===== src/rtl/fcs_pkg.sv =====
// Shared constants and helpers for the encrypted flash region selector.
// Assumes byte addressing and power-of-two window and sub-region sizes.
package fcs_pkg;

    // Default geometry of the protected flash space
    localparam int unsigned FCS_ADDR_W       = 20;
    localparam int unsigned FCS_FLASH_BYTES  = 32'h000A_0000;
    localparam int unsigned FCS_REGION_SHIFT = 18;
    localparam int unsigned FCS_SUB_SHIFT    = 13;
    localparam int unsigned FCS_BLK_SHIFT    = 3;

    // Number of windows needed to cover the flash space
    function automatic int unsigned fcs_num_regions(input int unsigned flash_bytes,
                                                    input int unsigned region_shift);
        int unsigned rb;
        rb = 32'd1 << region_shift;
        return (flash_bytes + rb - 1) / rb;
    endfunction

    // Number of sub-regions actually backed by flash inside window r
    function automatic int unsigned fcs_subs_in(input int unsigned r,
                                                input int unsigned flash_bytes,
                                                input int unsigned region_shift,
                                                input int unsigned sub_shift);
        int unsigned rb;
        int unsigned base;
        int unsigned span;
        rb   = 32'd1 << region_shift;
        base = r * rb;
        span = (flash_bytes - base >= rb) ? rb : (flash_bytes - base);
        return span >> sub_shift;
    endfunction

endpackage


===== src/rtl/fcs_lock_ctrl.sv =====
// Sticky configuration lock.
// Holds a flag that sets on the first cycle lock_in is high and clears only
// on reset. wr_block is high whenever a register write must be refused,
// including the very cycle in which lock_in first rises.
module fcs_lock_ctrl (
    input  logic clk,
    input  logic rst_n,
    input  logic lock_in,
    output logic locked,
    output logic wr_block
);

    logic lock_q;

    // Purpose: remember that the lock has been requested since reset
    always_ff @(posedge clk) begin
        if (!rst_n) begin
            lock_q <= 1'b0;
        end else if (lock_in) begin
            lock_q <= 1'b1;
        end
    end

    // Purpose: refuse writes in the request cycle and every cycle after it
    always_comb begin
        wr_block = lock_q | lock_in;
    end

    assign locked = lock_q;

endmodule


===== src/rtl/fcs_cfg_bank.sv =====
// Per-window sub-region enable registers.
// One register per window. Only the sub-regions backed by flash get a flop;
// missing bits are tied to zero, so they ignore writes and read as zero.
// The full bitmap of all windows is exported flat for the address decoder.
// Assumes REG_W equals the number of sub-regions in a full window.
module fcs_cfg_bank #(
    parameter int unsigned NUM_REGIONS  = 3,
    parameter int unsigned REG_W        = 32,
    parameter int unsigned SEL_W        = 2,
    parameter int unsigned FLASH_BYTES  = 32'h000A_0000,
    parameter int unsigned REGION_SHIFT = 18,
    parameter int unsigned SUB_SHIFT    = 13
) (
    input  logic                         clk,
    input  logic                         rst_n,
    input  logic                         wr_en,
    input  logic                         wr_block,
    input  logic [SEL_W-1:0]             wr_sel,
    input  logic [REG_W-1:0]             wr_data,
    input  logic [SEL_W-1:0]             rd_sel,
    output logic [REG_W-1:0]             rd_data,
    output logic [NUM_REGIONS*REG_W-1:0] en_flat
);

    for (genvar r = 0; r < NUM_REGIONS; r++) begin : g_region
        localparam int unsigned NSUB =
            fcs_pkg::fcs_subs_in(r, FLASH_BYTES, REGION_SHIFT, SUB_SHIFT);

        logic [NSUB-1:0] bits_q;
        logic            hit;

        // Purpose: decode whether this window's register is the write target
        always_comb begin
            hit = wr_en && !wr_block && (wr_sel == SEL_W'(r));
        end

        // Purpose: hold the backed enable bits of this window
        always_ff @(posedge clk) begin
            if (!rst_n) begin
                bits_q <= '0;
            end else if (hit) begin
                bits_q <= wr_data[NSUB-1:0];
            end
        end

        if (NSUB < REG_W) begin : g_partial
            assign en_flat[r*REG_W +: REG_W] = {{(REG_W-NSUB){1'b0}}, bits_q};
        end else begin : g_full
            assign en_flat[r*REG_W +: REG_W] = bits_q;
        end
    end

    // Purpose: return the register picked by rd_sel, zero for an empty select
    always_comb begin
        rd_data = '0;
        for (int r = 0; r < NUM_REGIONS; r++) begin
            if (rd_sel == SEL_W'(r)) begin
                rd_data = en_flat[r*REG_W +: REG_W];
            end
        end
    end

endmodule


===== src/rtl/fcs_addr_decode.sv =====
// Combinational read-address classifier.
// Splits the byte address into window, sub-region and 64-bit block index,
// looks up the enable bit and produces the cipher controls with no flop on
// the path. Assumes windows are aligned to 1 << REGION_SHIFT.
module fcs_addr_decode #(
    parameter int unsigned ADDR_W       = 20,
    parameter int unsigned NUM_REGIONS  = 3,
    parameter int unsigned REG_W        = 32,
    parameter int unsigned SEL_W        = 2,
    parameter int unsigned FLASH_BYTES  = 32'h000A_0000,
    parameter int unsigned REGION_SHIFT = 18,
    parameter int unsigned SUB_SHIFT    = 13,
    parameter int unsigned BLK_SHIFT    = 3
) (
    input  logic [ADDR_W-1:0]            addr,
    input  logic [NUM_REGIONS*REG_W-1:0] en_flat,
    output logic                         dec_en,
    output logic [SEL_W-1:0]             key_slot,
    output logic [ADDR_W-BLK_SHIFT-1:0]  blk_addr
);

    localparam int unsigned RIDX_W = ADDR_W - REGION_SHIFT;
    localparam int unsigned SIDX_W = REGION_SHIFT - SUB_SHIFT;

    logic [RIDX_W-1:0] region_idx;
    logic [SIDX_W-1:0] sub_idx;
    logic              in_range;
    logic [REG_W-1:0]  win_bits;

    // Purpose: split the address into its window and sub-region fields
    always_comb begin
        region_idx = addr[ADDR_W-1:REGION_SHIFT];
        sub_idx    = addr[REGION_SHIFT-1:SUB_SHIFT];
        in_range   = (addr < ADDR_W'(FLASH_BYTES));
    end

    // Purpose: fetch the enable bitmap of the addressed window
    always_comb begin
        win_bits = '0;
        for (int r = 0; r < NUM_REGIONS; r++) begin
            if (region_idx == RIDX_W'(r)) begin
                win_bits = en_flat[r*REG_W +: REG_W];
            end
        end
    end

    // Purpose: drive the cipher controls for the current read
    always_comb begin
        dec_en   = in_range && win_bits[sub_idx];
        key_slot = in_range ? SEL_W'(region_idx) : '0;
        blk_addr = addr[ADDR_W-1:BLK_SHIFT];
    end

endmodule


===== src/rtl/flash_crypt_sel.sv =====
// Encrypted flash region decrypt selector, top level.
// Ties together the sticky lock, the per-window enable registers and the
// zero-latency address classifier. Assumes the downstream cipher picks its
// key/IV pair from key_slot and uses blk_addr as the tweak.
module flash_crypt_sel #(
    parameter int unsigned ADDR_W       = fcs_pkg::FCS_ADDR_W,
    parameter int unsigned FLASH_BYTES  = fcs_pkg::FCS_FLASH_BYTES,
    parameter int unsigned REGION_SHIFT = fcs_pkg::FCS_REGION_SHIFT,
    parameter int unsigned SUB_SHIFT    = fcs_pkg::FCS_SUB_SHIFT,
    parameter int unsigned BLK_SHIFT    = fcs_pkg::FCS_BLK_SHIFT,
    localparam int unsigned NUM_REGIONS =
        fcs_pkg::fcs_num_regions(FLASH_BYTES, REGION_SHIFT),
    localparam int unsigned REG_W       = 1 << (REGION_SHIFT - SUB_SHIFT),
    localparam int unsigned SEL_W       = (NUM_REGIONS > 1) ? $clog2(NUM_REGIONS + 1) : 1,
    localparam int unsigned BLK_W       = ADDR_W - BLK_SHIFT
) (
    input  logic              clk,
    input  logic              rst_n,
    input  logic              lock_in,
    input  logic              cfg_we,
    input  logic [SEL_W-1:0]  cfg_sel,
    input  logic [REG_W-1:0]  cfg_wdata,
    input  logic [SEL_W-1:0]  cfg_rsel,
    output logic [REG_W-1:0]  cfg_rdata,
    input  logic [ADDR_W-1:0] rd_addr,
    output logic              dec_en,
    output logic [SEL_W-1:0]  key_slot,
    output logic [BLK_W-1:0]  blk_addr
);

    logic                         locked;
    logic                         wr_block;
    logic [NUM_REGIONS*REG_W-1:0] en_flat;

    fcs_lock_ctrl u_lock (
        .clk      (clk),
        .rst_n    (rst_n),
        .lock_in  (lock_in),
        .locked   (locked),
        .wr_block (wr_block)
    );

    fcs_cfg_bank #(
        .NUM_REGIONS  (NUM_REGIONS),
        .REG_W        (REG_W),
        .SEL_W        (SEL_W),
        .FLASH_BYTES  (FLASH_BYTES),
        .REGION_SHIFT (REGION_SHIFT),
        .SUB_SHIFT    (SUB_SHIFT)
    ) u_bank (
        .clk      (clk),
        .rst_n    (rst_n),
        .wr_en    (cfg_we),
        .wr_block (wr_block),
        .wr_sel   (cfg_sel),
        .wr_data  (cfg_wdata),
        .rd_sel   (cfg_rsel),
        .rd_data  (cfg_rdata),
        .en_flat  (en_flat)
    );

    fcs_addr_decode #(
        .ADDR_W       (ADDR_W),
        .NUM_REGIONS  (NUM_REGIONS),
        .REG_W        (REG_W),
        .SEL_W        (SEL_W),
        .FLASH_BYTES  (FLASH_BYTES),
        .REGION_SHIFT (REGION_SHIFT),
        .SUB_SHIFT    (SUB_SHIFT),
        .BLK_SHIFT    (BLK_SHIFT)
    ) u_dec (
        .addr     (rd_addr),
        .en_flat  (en_flat),
        .dec_en   (dec_en),
        .key_slot (key_slot),
        .blk_addr (blk_addr)
    );

endmodule


===== config.mk =====
export PLATFORM = sky130hd
export DESIGN_NAME = flash_crypt_sel
export DESIGN_NICKNAME = d
export VERILOG_FILES = /design/src/rtl/fcs_pkg.sv /design/src/rtl/fcs_lock_ctrl.sv /design/src/rtl/fcs_cfg_bank.sv /design/src/rtl/fcs_addr_decode.sv /design/src/rtl/flash_crypt_sel.sv
export SDC_FILE = /design/constraint.sdc
export NUM_CORES = 1
export LEC_CHECK = 0
export ABC_AREA = 1
export BUFFER_PORTS_ARGS = -buffer_cell sky130_fd_sc_hd__buf_2
export CAP_MARGIN = 20
export CORE_MARGIN = 10
export CORE_UTILIZATION = 60
export CTS_BUF_LIST = sky130_fd_sc_hd__clkbuf_16
export DETAILED_ROUTE_END_ITERATION = 10
export PLACE_DENSITY = 0.88
export SETUP_SLACK_MARGIN = 0.1
export SKIP_CTS_REPAIR_TIMING = 1
export SYNTH_ARGS = -nofsm -noshare
export SYNTH_HDL_FRONTEND = slang
export SYNTH_HIERARCHICAL = 1
export SYNTH_SLANG_ARGS = --single-unit

===== constraint.sdc =====
create_clock -name clk -period 2.1 [get_ports clk]
set_input_delay 0.315 -clock clk [delete_from_list [all_inputs] [get_ports clk]]
set_output_delay 0.315 -clock clk [all_outputs]
set_load 0.01 [all_outputs]

**Yosys cells after proc, flatten, opt, wreduce, memory -nomap -nowiden**

Index checks and enable logic that the tools add are counted.

- Memory bits (writable): 0
- Output and inout port bits: 52
- Latch bits: 0
- Bits of input ports: 60
- Word-level logic and storage cells: 31
- Flip-flop bits (word level): 81
- Memory bits (read-only): 0
- Memories kept: 0

- Multiply operators: 0
- Magnitude comparators: 2
- Multiplexer cells: 9
- Divide/modulo/power cells: 0
- Bitwise operators: 1
- Reduce and logical (&&, ||, !) cells: 9
- Equality and inequality tests: 6
- Shifts and indexed selects: 0
- Add/subtract/negate cells: 0

Operator list:

| kind | number |
|---|---|
| 2-to-1 mux 32 bit | 6 |
| less-than comparator 20 bit (second input constant) | 1 |
| == test 2 x 1 -> 1 bit (second input constant) | 3 |
| == test 2 bit (second input constant) | 3 |
| logical NOT 2 bit | 3 |
| less-than comparator 5 x 6 -> 1 bit (second input constant) | 1 |
| binary-select mux 1 bit (select 5 bit) | 1 |
| logical AND 1 bit | 5 |
| 2-to-1 mux 2 bit | 1 |
| logical NOT 1 bit | 1 |
| 2-to-1 mux 1 bit | 1 |
| bitwise OR 1 bit | 1 |

**Logic depth before layout (Yosys ltp)**

Gate-level depths: netlist (run 1).

- Word-level depth: 7
- Gate-level depth with buffers: 15
- Gate-level depth less buffers: 13

**Hierarchy**

The synthesis (run 1) kept the hierarchy.

By module, submodules not included:

| module | area each (µm²) | cells each | seq. area each (µm²) | instances |
|---|---|---|---|---|
| fcs_cfg_bank | 4,022.6 | 589 | 1,601.5 | 1 |
| fcs_addr_decode | 1,275.0 | 271 | 0.0 | 1 |
| fcs_lock_ctrl | 37.5 | 5 | 20.0 | 1 |

**Least setup slack after synthesis (run 1)**

Ideal clock, no wire load.

- Kind: in2out
- From: input rd_addr[19]
- To: output dec_en
- Path slack: 366 ps
- Path buffers: 2
- Stages: 11
- Data required time: 1,785 ps
- Arrival: 1,419 ps
- Path through: buf_4 nor2_4 buf_2 a21oi_1 nand3_1 nand3_1 nand3_1 nand2_1 nor2_1 nor2_1 nor2_1

- Word-level cells in the longest chain between the ends: 7
- Elaborated cells between the ends (all ways): 10
- Classes of those cells: order compare: 1; eq/ne: 2; mux: 5; reduce/logical: 2

Ends and longest elaborated chain:

| what | line | source |
|---|---|---|
| start, declared | flash_crypt_sel.sv:25 | `input logic [ADDR_W-1:0] rd_addr,` |
| logical NOT 2 bit | fcs_addr_decode.sv:41 | `if (region_idx == RIDX_W'(r)) begin` |
| 2-to-1 mux 32 bit (3 in a row) | fcs_addr_decode.sv:41 |  |
| binary-select mux 1 bit (select 5 bit) | fcs_addr_decode.sv:49 | `dec_en = in_range && win_bits[sub_idx];` |
| 2-to-1 mux 1 bit (not written as such) | fcs_addr_decode.sv:49 |  |
| logical AND 1 bit (*) | fcs_addr_decode.sv:49 |  |
| end, declared | flash_crypt_sel.sv:26 | `output logic dec_en,` |

Mark *: on every way between the ends. The rest lies on a longest branch, timed or not. The select of a mux whose other input is x is not followed.

**Final worst setup path (run 1)**

- From: register u_bank.g_region[2].bits_q[1]
- To: output dec_en

- Word-level cells in the longest chain between the ends: 4

Ends and longest elaborated chain:

| what | line | source |
|---|---|---|
| start, declared | fcs_cfg_bank.sv:29 | `logic [NSUB-1:0] bits_q;` |
| start signal, assigned | fcs_cfg_bank.sv:42 | `bits_q <= wr_data[NSUB-1:0];` |
| 2-to-1 mux 32 bit | fcs_addr_decode.sv:41 |  |
| binary-select mux 1 bit (select 5 bit) | fcs_addr_decode.sv:49 |  |
| 2-to-1 mux 1 bit (not written as such) | fcs_addr_decode.sv:49 |  |
| logical AND 1 bit | fcs_addr_decode.sv:49 |  |

No other way between the ends. The select of a mux whose other input is x is not followed.

==> out/results.txt, run 1 <==
Status -> finished clean
Hold path depth -> 3
CTS clk-pin slew, worst paths -> 0.06 ns
Reg2reg end -> u_bank/g_region[1].bits_q[18]
CTS sink cnt -> 81
RSZ-0062 raised after global routing -> true
IO Port Bufs -> 88
Count of final hold-check violations -> 0
Slowest-stage cell, CP -> dfxtp_1
FF-to-FF setup slack -> 0.60 ns
H-Tree Depth -> 3
Comb pwr share -> 16.8%
Buf/Inv on CP -> 2
CP Launch Type -> register
Clock Latency Late Sink -> 0.34 ns
1st-pass router iterations -> 6
Core area -> 8680 um2
CP most frequent cell -> nand2_2
TritonCTS clock tree -> yes
Worst r2r src -> u_lock/locked
Hold Crit Class -> in2reg
Synth cell types -> 26
Die height -> 114 um
Vias/cell -> 5.52
Number of global-route vias before repair -> 5111
Boundary Pins -> 112
TritonCTS Buffers -> 9
Slew Limit Fails -> 0
Max stage delay on crit path -> 0.35 ns
Layout Cell Area excl Fill -> 6110 um2
Die area -> 13100 um2
DP Area -> 5620 um2
WP data required -> 1.78 ns
Most frequent cells in the layout -> nand2_1, nor2_1, nand3_1, buf_2, inv_1
Proportion of layout cells with a drive suffix above 1 -> 19.5%
HP Start -> lock_in
Critical-path cell list -> nand3b_1 > nand2_1 > inv_1 > nand2_1 > nand3_1 > nand3_2 > nand3_2 > nand2_2 > nand2_2 > nand2_2 > nor2_2 > buf_2
Gpl congestion -> 0.812
Max_cap viols -> 0
Switching Fraction -> 26.9%
Initial antenna violation count -> 0
Row count -> 34
Clock power frac -> 43.6%
P_sw -> 1.10 mW
DR iter-0 viols -> 579
Wire length of the first global-routing pass -> 24.4 mm
Largest net degree at the start of global routing -> 113
Highest clock rate -> 502 MHz
Tmin final -> 1.99 ns
DR WL/cell -> 15.0 um
Path depth of the worst reg2reg path -> 7
Setup violations, final -> 0
Starting Density -> 61.5%
Sequential fraction of the synthesis area -> 30.4%
Crit end category -> primary output
Final WL -> 15.5 mm
Pleak -> 2.93 nW
Hpwl dp -> 9.33 mm
Netlist Area Pre-Place -> 5340 um2
#FFs+latches synth -> 81
Share of power burned in registers -> 39.6%
Area grow syn2layout -> 14.4%
VDD IR max -> 368 uV
Setup_tns -> 0 ns
Crit share post-route -> 94.8%
Commonest non-fill, non-tap cell in the layout -> nand2_1
Die Wd -> 114 um
DRT antenna net count -> 0
Residual DRC -> 0
Final layout net count -> 977
Hold path endpoint -> u_lock/locked
Crit-path max FO -> 3
Power Density -> 669 nW/um2
GRT Overall Usage -> 22.2%
Critical path class -> reg2out
Crit-path leading delay family -> simple AND/OR/NAND/NOR gates
Mean Syn Cell Area -> 6.17 um2
Clock Tree Buf Depth -> 2
Crit path DAT -> 1.68 ns
Cells after Synth -> 865
Worst hold slack -> 0.205 ns
Skew final -> 0.00646 ns
Overflow after GRT -> 0
Yosys warning total -> 6
Via count -> 5686
Ant. Diodes -> 0
CTS Root Cell -> clkbuf_16
Int Power -> 2.99 mW
per-stage QoR:
stage / total power, mW / worst slack [ns] / std cells / utilization (%)
floorplan: 2.14 / 0.366 / 880 / -
global placement: 2.27 / 0.109 / 1010 / 64.7
detailed placement: 2.28 / 0.0890 / 1010 / 64.7
CTS: 4.03 / 0.0505 / 1026 / 68.6
global route: 4.23 / 0.00164 / 1030 / 70.4
finish: 4.09 / 0.110 / 1030 / 70.4
area by class of cell:
| type | count | area [um2] |
|---|---|---|
| multi-input cells | 639 | 2900 |
| fillers | 724 | 2570 |
| flip-flops and latches | 81 | 1640 |
| repair buffers | 115 | 816 |
| inverters | 71 | 282 |
| clock buffers | 9 | 225 |
| well taps | 108 | 135 |
| clock inverters | 7 | 110 |
worst reg2reg max path, delay by kind of cell (launching register included):
family | cells | cell delay [ns]
flip-flops | 1 | 0.30
AND/OR/NAND/NOR | 5 | 0.62
buffers and inverters | 2 | 0.48
worst max-delay path by stage:
stage	from	end	slack [ns]	cells after the start
after global routing	u_bank/g_region[2].bits_q[2]	dec_en	0.002	11
final	u_bank/g_region[2].bits_q[1]	dec_en	0.11	12
after detailed placement	rd_addr[19]	dec_en	0.09	14
after global placement	rd_addr[19]	dec_en	0.11	14
after CTS	rd_addr[19]	dec_en	0.05	14
after floorplan	rd_addr[19]	dec_en	0.37	11
power by group through the flow:
stage	combinational, mW	sequential [mW]	clock, mW
6_report	0.685	1.62	1.78
2_1_floorplan	0.496	1.64	0
3_5_place_dp	0.634	1.65	0
4_1_cts	0.639	1.62	1.77
3_3_place_gp	0.622	1.65	0
5_1_grt	0.751	1.62	1.85
logic make-up (layout without fill, tap and decap cells):
group	Yosys count	count (layout)	share of synthesized area, %
AND/OR/NAND/NOR	544	545	43.5
flip-flops	81	81	30.4
buffers and inverters	161	202	17.5
other	1	16	0.0703
AO/OA/AOI/OAI	78	78	8.51
synth_stat cells, drive strengths merged:
cell | n | area, um2
dfxtp | 81 | 1620
nor2 | 153 | 643
buf | 86 | 648
or2 | 2 | 12.5
inv | 70 | 265
clkinv | 1 | 3.75
nand2 | 244 | 921
nand4 | 4 | 25.0
conb | 1 | 3.75
nand3b | 4 | 30.0
a22o | 17 | 149
nand3 | 137 | 691
a21oi | 49 | 245
o21ai | 12 | 60.1
clkbuf | 4 | 16.3
flip-flops by register name, indices dropped and copies added (netlist names):
register / count
u_lock/locked: 1
u_bank/g_region.bits_q: 80
routing by layer:
layer | GRT usage [%] | part of all wire [%] | up-vias
met5 | 0 | 0 | -
met4 | 7.35 | 1.3 | 0
met3 | 5.66 | 12 | 27
met2 | 36.0 | 47 | 313
met1 | 28.2 | 40 | 2562
li1 | - | - | 2784
No activity file was read; power rests on OpenSTA's default activity.
==> run 2: changes to the inputs <==
--- a/config.mk
+++ b/config.mk
@@ -8,6 +8,7 @@
 export ABC_AREA = 1
 export BUFFER_PORTS_ARGS = -buffer_cell sky130_fd_sc_hd__buf_2
 export CAP_MARGIN = 20
+export CORE_ASPECT_RATIO = 1.4
 export CORE_MARGIN = 10
 export CORE_UTILIZATION = 60
 export CTS_BUF_LIST = sky130_fd_sc_hd__clkbuf_16
==> run 2 against run 1 <==
Compared with the run above: global-route usage is 0.22 points lower; combinational power is 1% lower; critical path depth is 1 lower; wire length is 0.61% lower; setup slack better by 0.0091 ns; clock skew is 0.0023 ns lower; largest cell class unchanged.
==> out/results.txt, run 2 (synthesized netlist as in run 1, its figures left out) <==
Highest clock rate -> 505 MHz (+0.46%)
DR iter-0 viols -> 591 (+2.1%)
Skew final -> 0.00413 ns (-0.00233 ns)
Wire length of the first global-routing pass -> 24.5 mm (+0.71%)
Pleak -> 2.89 nW (-1.3%)
Boundary Pins -> 112 (unchanged)
Status -> finished clean
Residual DRC -> 0 (unchanged)
DR WL/cell -> 14.9 um (-0.81%)
Power Density -> 615 nW/um2 (-8.0%)
Crit share post-route -> 94.3% (-0.44 points)
Clock Tree Buf Depth -> 2 (unchanged)
Critical-path cell list -> o21ai_0 > nand2_1 > nand3_1 > nand3_1 > nand3_1 > nand2_2 > nand2_1 > nand2_1 > nor2_1 > nor2_2 > buf_2
Starting Density -> 62.0% (+0.50 points)
Largest register by flop count -> u_bank/g_region.bits_q
Commonest non-fill, non-tap cell in the layout -> nand2_1
Critical path class -> reg2out
Clock Latency Late Sink -> 0.34 ns (about the same)
CTS Root Cell -> clkbuf_16
Worst slew margin -> 64.3%
Setup_tns -> 0 ns (unchanged)
Die Wd -> 99.7 um (-13%)
Row count -> 40 (+18%)
Die area -> 13100 um2 (+0.41%)
Final layout net count -> 982 (+0.51%)
Count of final hold-check violations -> 0 (unchanged)
VDD IR max -> 475 uV (+29%)
TritonCTS Buffers -> 9 (unchanged)
Gpl congestion -> 0.839 (+3.3%)
Max stage delay on crit path -> 0.33 ns (-0.02 ns)
DRT antenna net count -> 0 (unchanged)
Via count -> 5710 (+0.42%)
Crit-path max FO -> 3 (unchanged)
Worst Tran Pin Value -> 0.534 ns
Most frequent cells in the layout -> nand2_1, nor2_1, nand3_1, buf_2, dfxtp_1
CTS sink cnt -> 81 (unchanged)
Worst hold slack -> 0.193 ns (-0.0115 ns)
Proportion of layout cells with a drive suffix above 1 -> 18.7% (-0.86 points)
Hpwl dp -> 9.91 mm (+6.2%)
Place WS -> 0.0319 ns (-0.0571 ns)
Die height -> 132 um (+15%)
DP Cell Count -> 1012 (+0.20%)
Slowest-stage cell, CP -> dfxtp_1
Crit path DAT -> 1.67 ns (about the same)
Number of flip-flops in the largest register -> 80 (unchanged)
Core area -> 8610 um2 (-0.81%)
CP Launch Type -> register
GRT Overall Usage -> 22.0% (-0.22 points)
RSZ-0062 raised after global routing -> true
Largest net degree at the start of global routing -> 113 (unchanged)
Hold Crit Class -> in2reg
Max_cap viols -> 0 (unchanged)
Area grow syn2layout -> 12.4%
Final WS setup -> 0.119 ns (+0.00915 ns)
1st-pass router iterations -> 8 (+2)
CTS clk-pin slew, worst paths -> 0.06 ns (about the same)
Slew Limit Fails -> 0 (unchanged)
Tmin final -> 1.98 ns (-0.00914 ns)
Initial antenna violation count -> 0 (unchanged)
Vias/cell -> 5.53 (+0.23%)
IO Port Bufs -> 88 (unchanged)
Crit end category -> primary output
WP data required -> 1.78 ns (about the same)
TritonCTS clock tree -> yes
Overflow after GRT -> 0 (unchanged)
Number of global-route vias before repair -> 5296 (+3.6%)
Ant. Diodes -> 0 (unchanged)
Final WL -> 15.4 mm (-0.61%)
Non-Filler Instances -> 1032 (+0.19%)
H-Tree Depth -> 3 (unchanged)
Setup violations, final -> 0 (unchanged)
==> run 2: changes by cell type in the layout (fill, tap and decap cells not counted), moves of 2 or more <==
| cell | delta |
|---|---|
| buf_4 | +8 |
| buf_8 | -2 |
| bufinv_16 | -3 |
| clkinv_2 | +2 |
| dfxtp_1 | +8 |
| dfxtp_2 | -8 |
| nand2_1 | +2 |
| nand2_2 | -2 |
| nand3_1 | +2 |
| nand3_2 | -2 |
| nor2_2 | -2 |
==> run 2: layout make-up <==
class	count	area (um2)
Multi-Input combinational cell	639	2890
Fill cell	746	2610
Sequential cell	81	1630
Timing Repair Buffer	120	810
Inverter	71	274
Clock buffer	9	225
Tap cell	105	131
Clock inverter	7	37.5
==> run 2: critical path, delay by kind of cell (launching register included) <==
family | cells | cell delay, ns
flip-flops | 1 | 0.33
AO/OA/AOI/OAI | 1 | 0.20
AND/OR/NAND/NOR | 9 | 0.66
buffers and inverters | 1 | 0.13
==> run 2: where the power goes <==
| part | switching, mW | internal, mW | total [mW] |
|---|---|---|---|
| Combinational | 0.429 | 0.248 | 0.677 |
| Clock | 0.611 | 0.784 | 1.40 |
| Sequential | 0.0347 | 1.58 | 1.62 |
==> run 2: path summary, 6_finish.rpt <==
| kind | end | slack [ns] | cells past startpoint | from |
|---|---|---|---|---|
| worst max-delay path | dec_en | 0.12 | 11 | u_bank/g_region[0].bits_q[29] |
| worst min-delay path | u_lock/locked | 0.19 | 3 | lock_in |
| worst max register to register | u_bank/g_region[1].bits_q[30] | 0.63 | 8 | u_lock/locked |
| worst min register to register | u_lock/locked | 0.47 | 2 | u_lock/locked |
==> run 2: routing by layer <==
metal	global-route usage [%]	vias up	share of wire (%)
met1	25.6	2556	39
li1	-	2789	-
met2	37.5	322	49
met3	4.72	43	9.2
met5	0	-	0
met4	8.95	0	2.8
==> run 2: metrics by stage <==
stage / util, % / power, mW / area [um2]
floorplan: - / 2.14 / 5390
CTS: 68.4 / 3.66 / 5890
finish: 69.7 / 3.69 / 6000
global route: 69.7 / 3.83 / 6000
detailed placement: 65.4 / 2.28 / 5630
global placement: 65.4 / 2.27 / 5630
==> run 3: changes to the inputs <==
--- a/config.mk
+++ b/config.mk
@@ -14,6 +14,7 @@
 export CTS_BUF_LIST = sky130_fd_sc_hd__clkbuf_16
 export DETAILED_ROUTE_END_ITERATION = 10
 export PLACE_DENSITY = 0.88
+export REMOVE_ABC_BUFFERS = 1
 export SETUP_SLACK_MARGIN = 0.1
 export SKIP_CTS_REPAIR_TIMING = 1
 export SYNTH_ARGS = -nofsm -noshare
==> run 3 against run 2 <==
Compared with the run above: via count is 0.98% higher; count of clock-buffer cells in the layout did not move; sequential power about the same; cell count about the same; combinational power is 4.1% higher; clock power grew 20%; critical endpoint unchanged; largest cell class unchanged.
==> out/results.txt, run 3 (synthesized netlist as in run 1, its figures left out) <==
Status -> finished clean
VDD IR max -> 471 uV (-0.88%)
Largest register by flop count -> u_bank/g_region.bits_q
Hold Crit Class -> in2reg
Crit share post-route -> 95.6% (+1.3 points)
WP data required -> 1.78 ns (about the same)
Count of final hold-check violations -> 0 (unchanged)
Core area -> 8610 um2 (unchanged)
Final WL -> 15.8 mm (+2.5%)
Pleak -> 2.97 nW (+2.8%)
Clock Tree Buf Depth -> 2 (unchanged)
Area grow syn2layout -> 15.7%
Number of flip-flops in the largest register -> 80 (unchanged)
Reg2reg end -> u_bank/g_region[1].bits_q[11]
Starting Density -> 62.0% (unchanged)
Power Density -> 648 nW/um2 (+5.3%)
Max_cap viols -> 0 (unchanged)
DR iter-0 viols -> 624 (+5.6%)
Via count -> 5766 (+0.98%)
Initial antenna violation count -> 0 (unchanged)
Setup_tns -> 0 ns (unchanged)
Row count -> 40 (unchanged)
Die Wd -> 99.7 um (unchanged)
Hold path depth -> 3 (unchanged)
H-Tree Depth -> 3 (unchanged)
Vias/cell -> 5.58 (+0.88%)
DRT antenna net count -> 0 (unchanged)
Proportion of layout cells with a drive suffix above 1 -> 20.5% (+1.8 points)
Crit path DAT -> 1.69 ns (+0.02 ns)
Crit-path leading delay family -> simple AND/OR/NAND/NOR gates
IO Port Bufs -> 88 (unchanged)
Critical-path cell list -> buf_12 > nor2_4 > buf_12 > nand2_1 > nand2_1 > inv_1 > nand2_1 > nand3_2 > nand3_2 > nand3_2 > nand2_2 > nand2_1 > nand2_1 > nor2_2 > buf_2
Overflow after GRT -> 0 (unchanged)
Die area -> 13100 um2 (unchanged)
Slowest-stage cell, CP -> nor2_4
Wire length of the first global-routing pass -> 24.4 mm (-0.42%)
RSZ-0062 raised after global routing -> true
Place WS -> 0.0205 ns (-0.0113 ns)
TritonCTS clock tree -> yes
Worst r2r src -> u_lock/locked
CP most frequent cell -> nand2_1
Final WS setup -> 0.0916 ns (-0.0274 ns)
Path depth of the worst reg2reg path -> 8 (unchanged)
CTS clk-pin slew, worst paths -> 0.06 ns (about the same)
Clock Latency Late Sink -> 0.35 ns (about the same)
CTS sink cnt -> 81 (unchanged)
Crit-path max FO -> 6 (+3)
Buf/Inv on CP -> 4 (+3)
Layout Cell Area excl Fill -> 6170 um2 (+2.9%)
Gpl congestion -> 0.915 (+9.0%)
Critical path class -> in2out
Die height -> 132 um (unchanged)
Setup violations, final -> 0 (unchanged)
Slew Limit Fails -> 0 (unchanged)
Commonest non-fill, non-tap cell in the layout -> nand2_1
Hpwl dp -> 9.29 mm (-6.2%)
Highest clock rate -> 498 MHz (-1.4%)
Crit end category -> primary output
Max stage delay on crit path -> 0.25 ns (-0.08 ns)
Hold path endpoint -> u_lock/locked
DP Area -> 5620 um2 (about the same)
Most frequent cells in the layout -> nand2_1, nor2_1, nand3_1, buf_2, dfxtp_1
1st-pass router iterations -> 5 (-3)
Residual DRC -> 0 (unchanged)
DR WL/cell -> 15.3 um (+2.4%)
Number of global-route vias before repair -> 5300 (+0.076%)
CTS Root Cell -> clkbuf_16
CP Launch Type -> primary input
Tmin final -> 2.01 ns (+0.0274 ns)
FF-to-FF setup slack -> 0.59 ns (-0.04 ns)
Levels on crit path -> 15 (+4)
Skew final -> 0.00356 ns (-0.000572 ns)
HP Start -> lock_in
Final layout net count -> 983 (+0.10%)
Largest net degree at the start of global routing -> 113 (unchanged)
Ant. Diodes -> 0 (unchanged)
TritonCTS Buffers -> 9 (unchanged)
Boundary Pins -> 112 (unchanged)
GRT Overall Usage -> 22.1% (+0.039 points)
[run 3: changes by cell type in the layout (fill, tap and decap cells not counted), moves of 2 or more]
cell       previous run  this run
nand3_2               2        11
clkinv_1              3         1
bufinv_16             0         2
inv_4                 0         2
nand2_2               4         6
buf_12                9        12
nand3_1             135       126
buf_4                22        18
dfxtp_1              72        67
clkbuf_16             9        11
nand2_1             240       238
dfxtp_2               9        14
[run 3: power breakdown]
| part | switching (mW) | total (mW) | leakage [nW] | internal, mW |
|---|---|---|---|---|
| registers | 0.0339 | 1.62 | 0.664 | 1.58 |
| clock network | 0.647 | 1.68 | 0.156 | 1.03 |
| logic | 0.440 | 0.705 | 2.15 | 0.265 |
[run 3: worst max path at each step]
stage | start | end | slack, ns
CTS | rd_addr[19] | dec_en | -0.01
detailed placement | rd_addr[19] | dec_en | 0.02
global route | rd_addr[19] | dec_en | 0.005
finish | rd_addr[18] | dec_en | 0.09
global placement | rd_addr[19] | dec_en | 0.06
floorplan | lock_in | u_bank/g_region[0].bits_q[0] | -0.86
[run 3: worst register-to-register path: stages, from the launching register on]
cell	delay [ns]
dfxtp_1	0.30
nor2_2	0.12
inv_1	0.09
inv_2	0.05
nand2_1	0.12
nor2_4	0.12
buf_4	0.37
nor2_1	0.13
nor2_1	0.14
[run 3: final cells by class]
type                            count  area, um2
Multi-Input combinational cell    639       2930
Fill cell                         735       2440
Sequential cell                    81       1640
Timing Repair Buffer              120        878
Inverter                           71        277
Clock buffer                        9        225
Tap cell                          105        131
Clock inverter                      7       86.3
Timing Repair inverter              1       6.26
[run 3: routing by layer]
metal	routed length, um	share of wire, %	GRT usage [%]	up-vias
met4	564	3.6	11.2	0
met2	7570	48	36.1	346
li1	-	-	-	2802
met3	1750	11	5.61	56
met1	5910	37	25.6	2562
met5	0	0	0	-
[run 3: per-stage QoR]
step | power [mW] | cells | utilization (%) | hold slack [ns]
after floorplan | 1.99 | 790 | - | 0.427
after global placement | 2.27 | 1008 | 65.3 | 0.443
after detailed placement | 2.28 | 1008 | 65.3 | 0.446
after CTS | 3.93 | 1024 | 68.9 | 0.180
after global routing | 4.14 | 1033 | 71.7 | 0.233
final | 4.00 | 1033 | 71.7 | 0.185
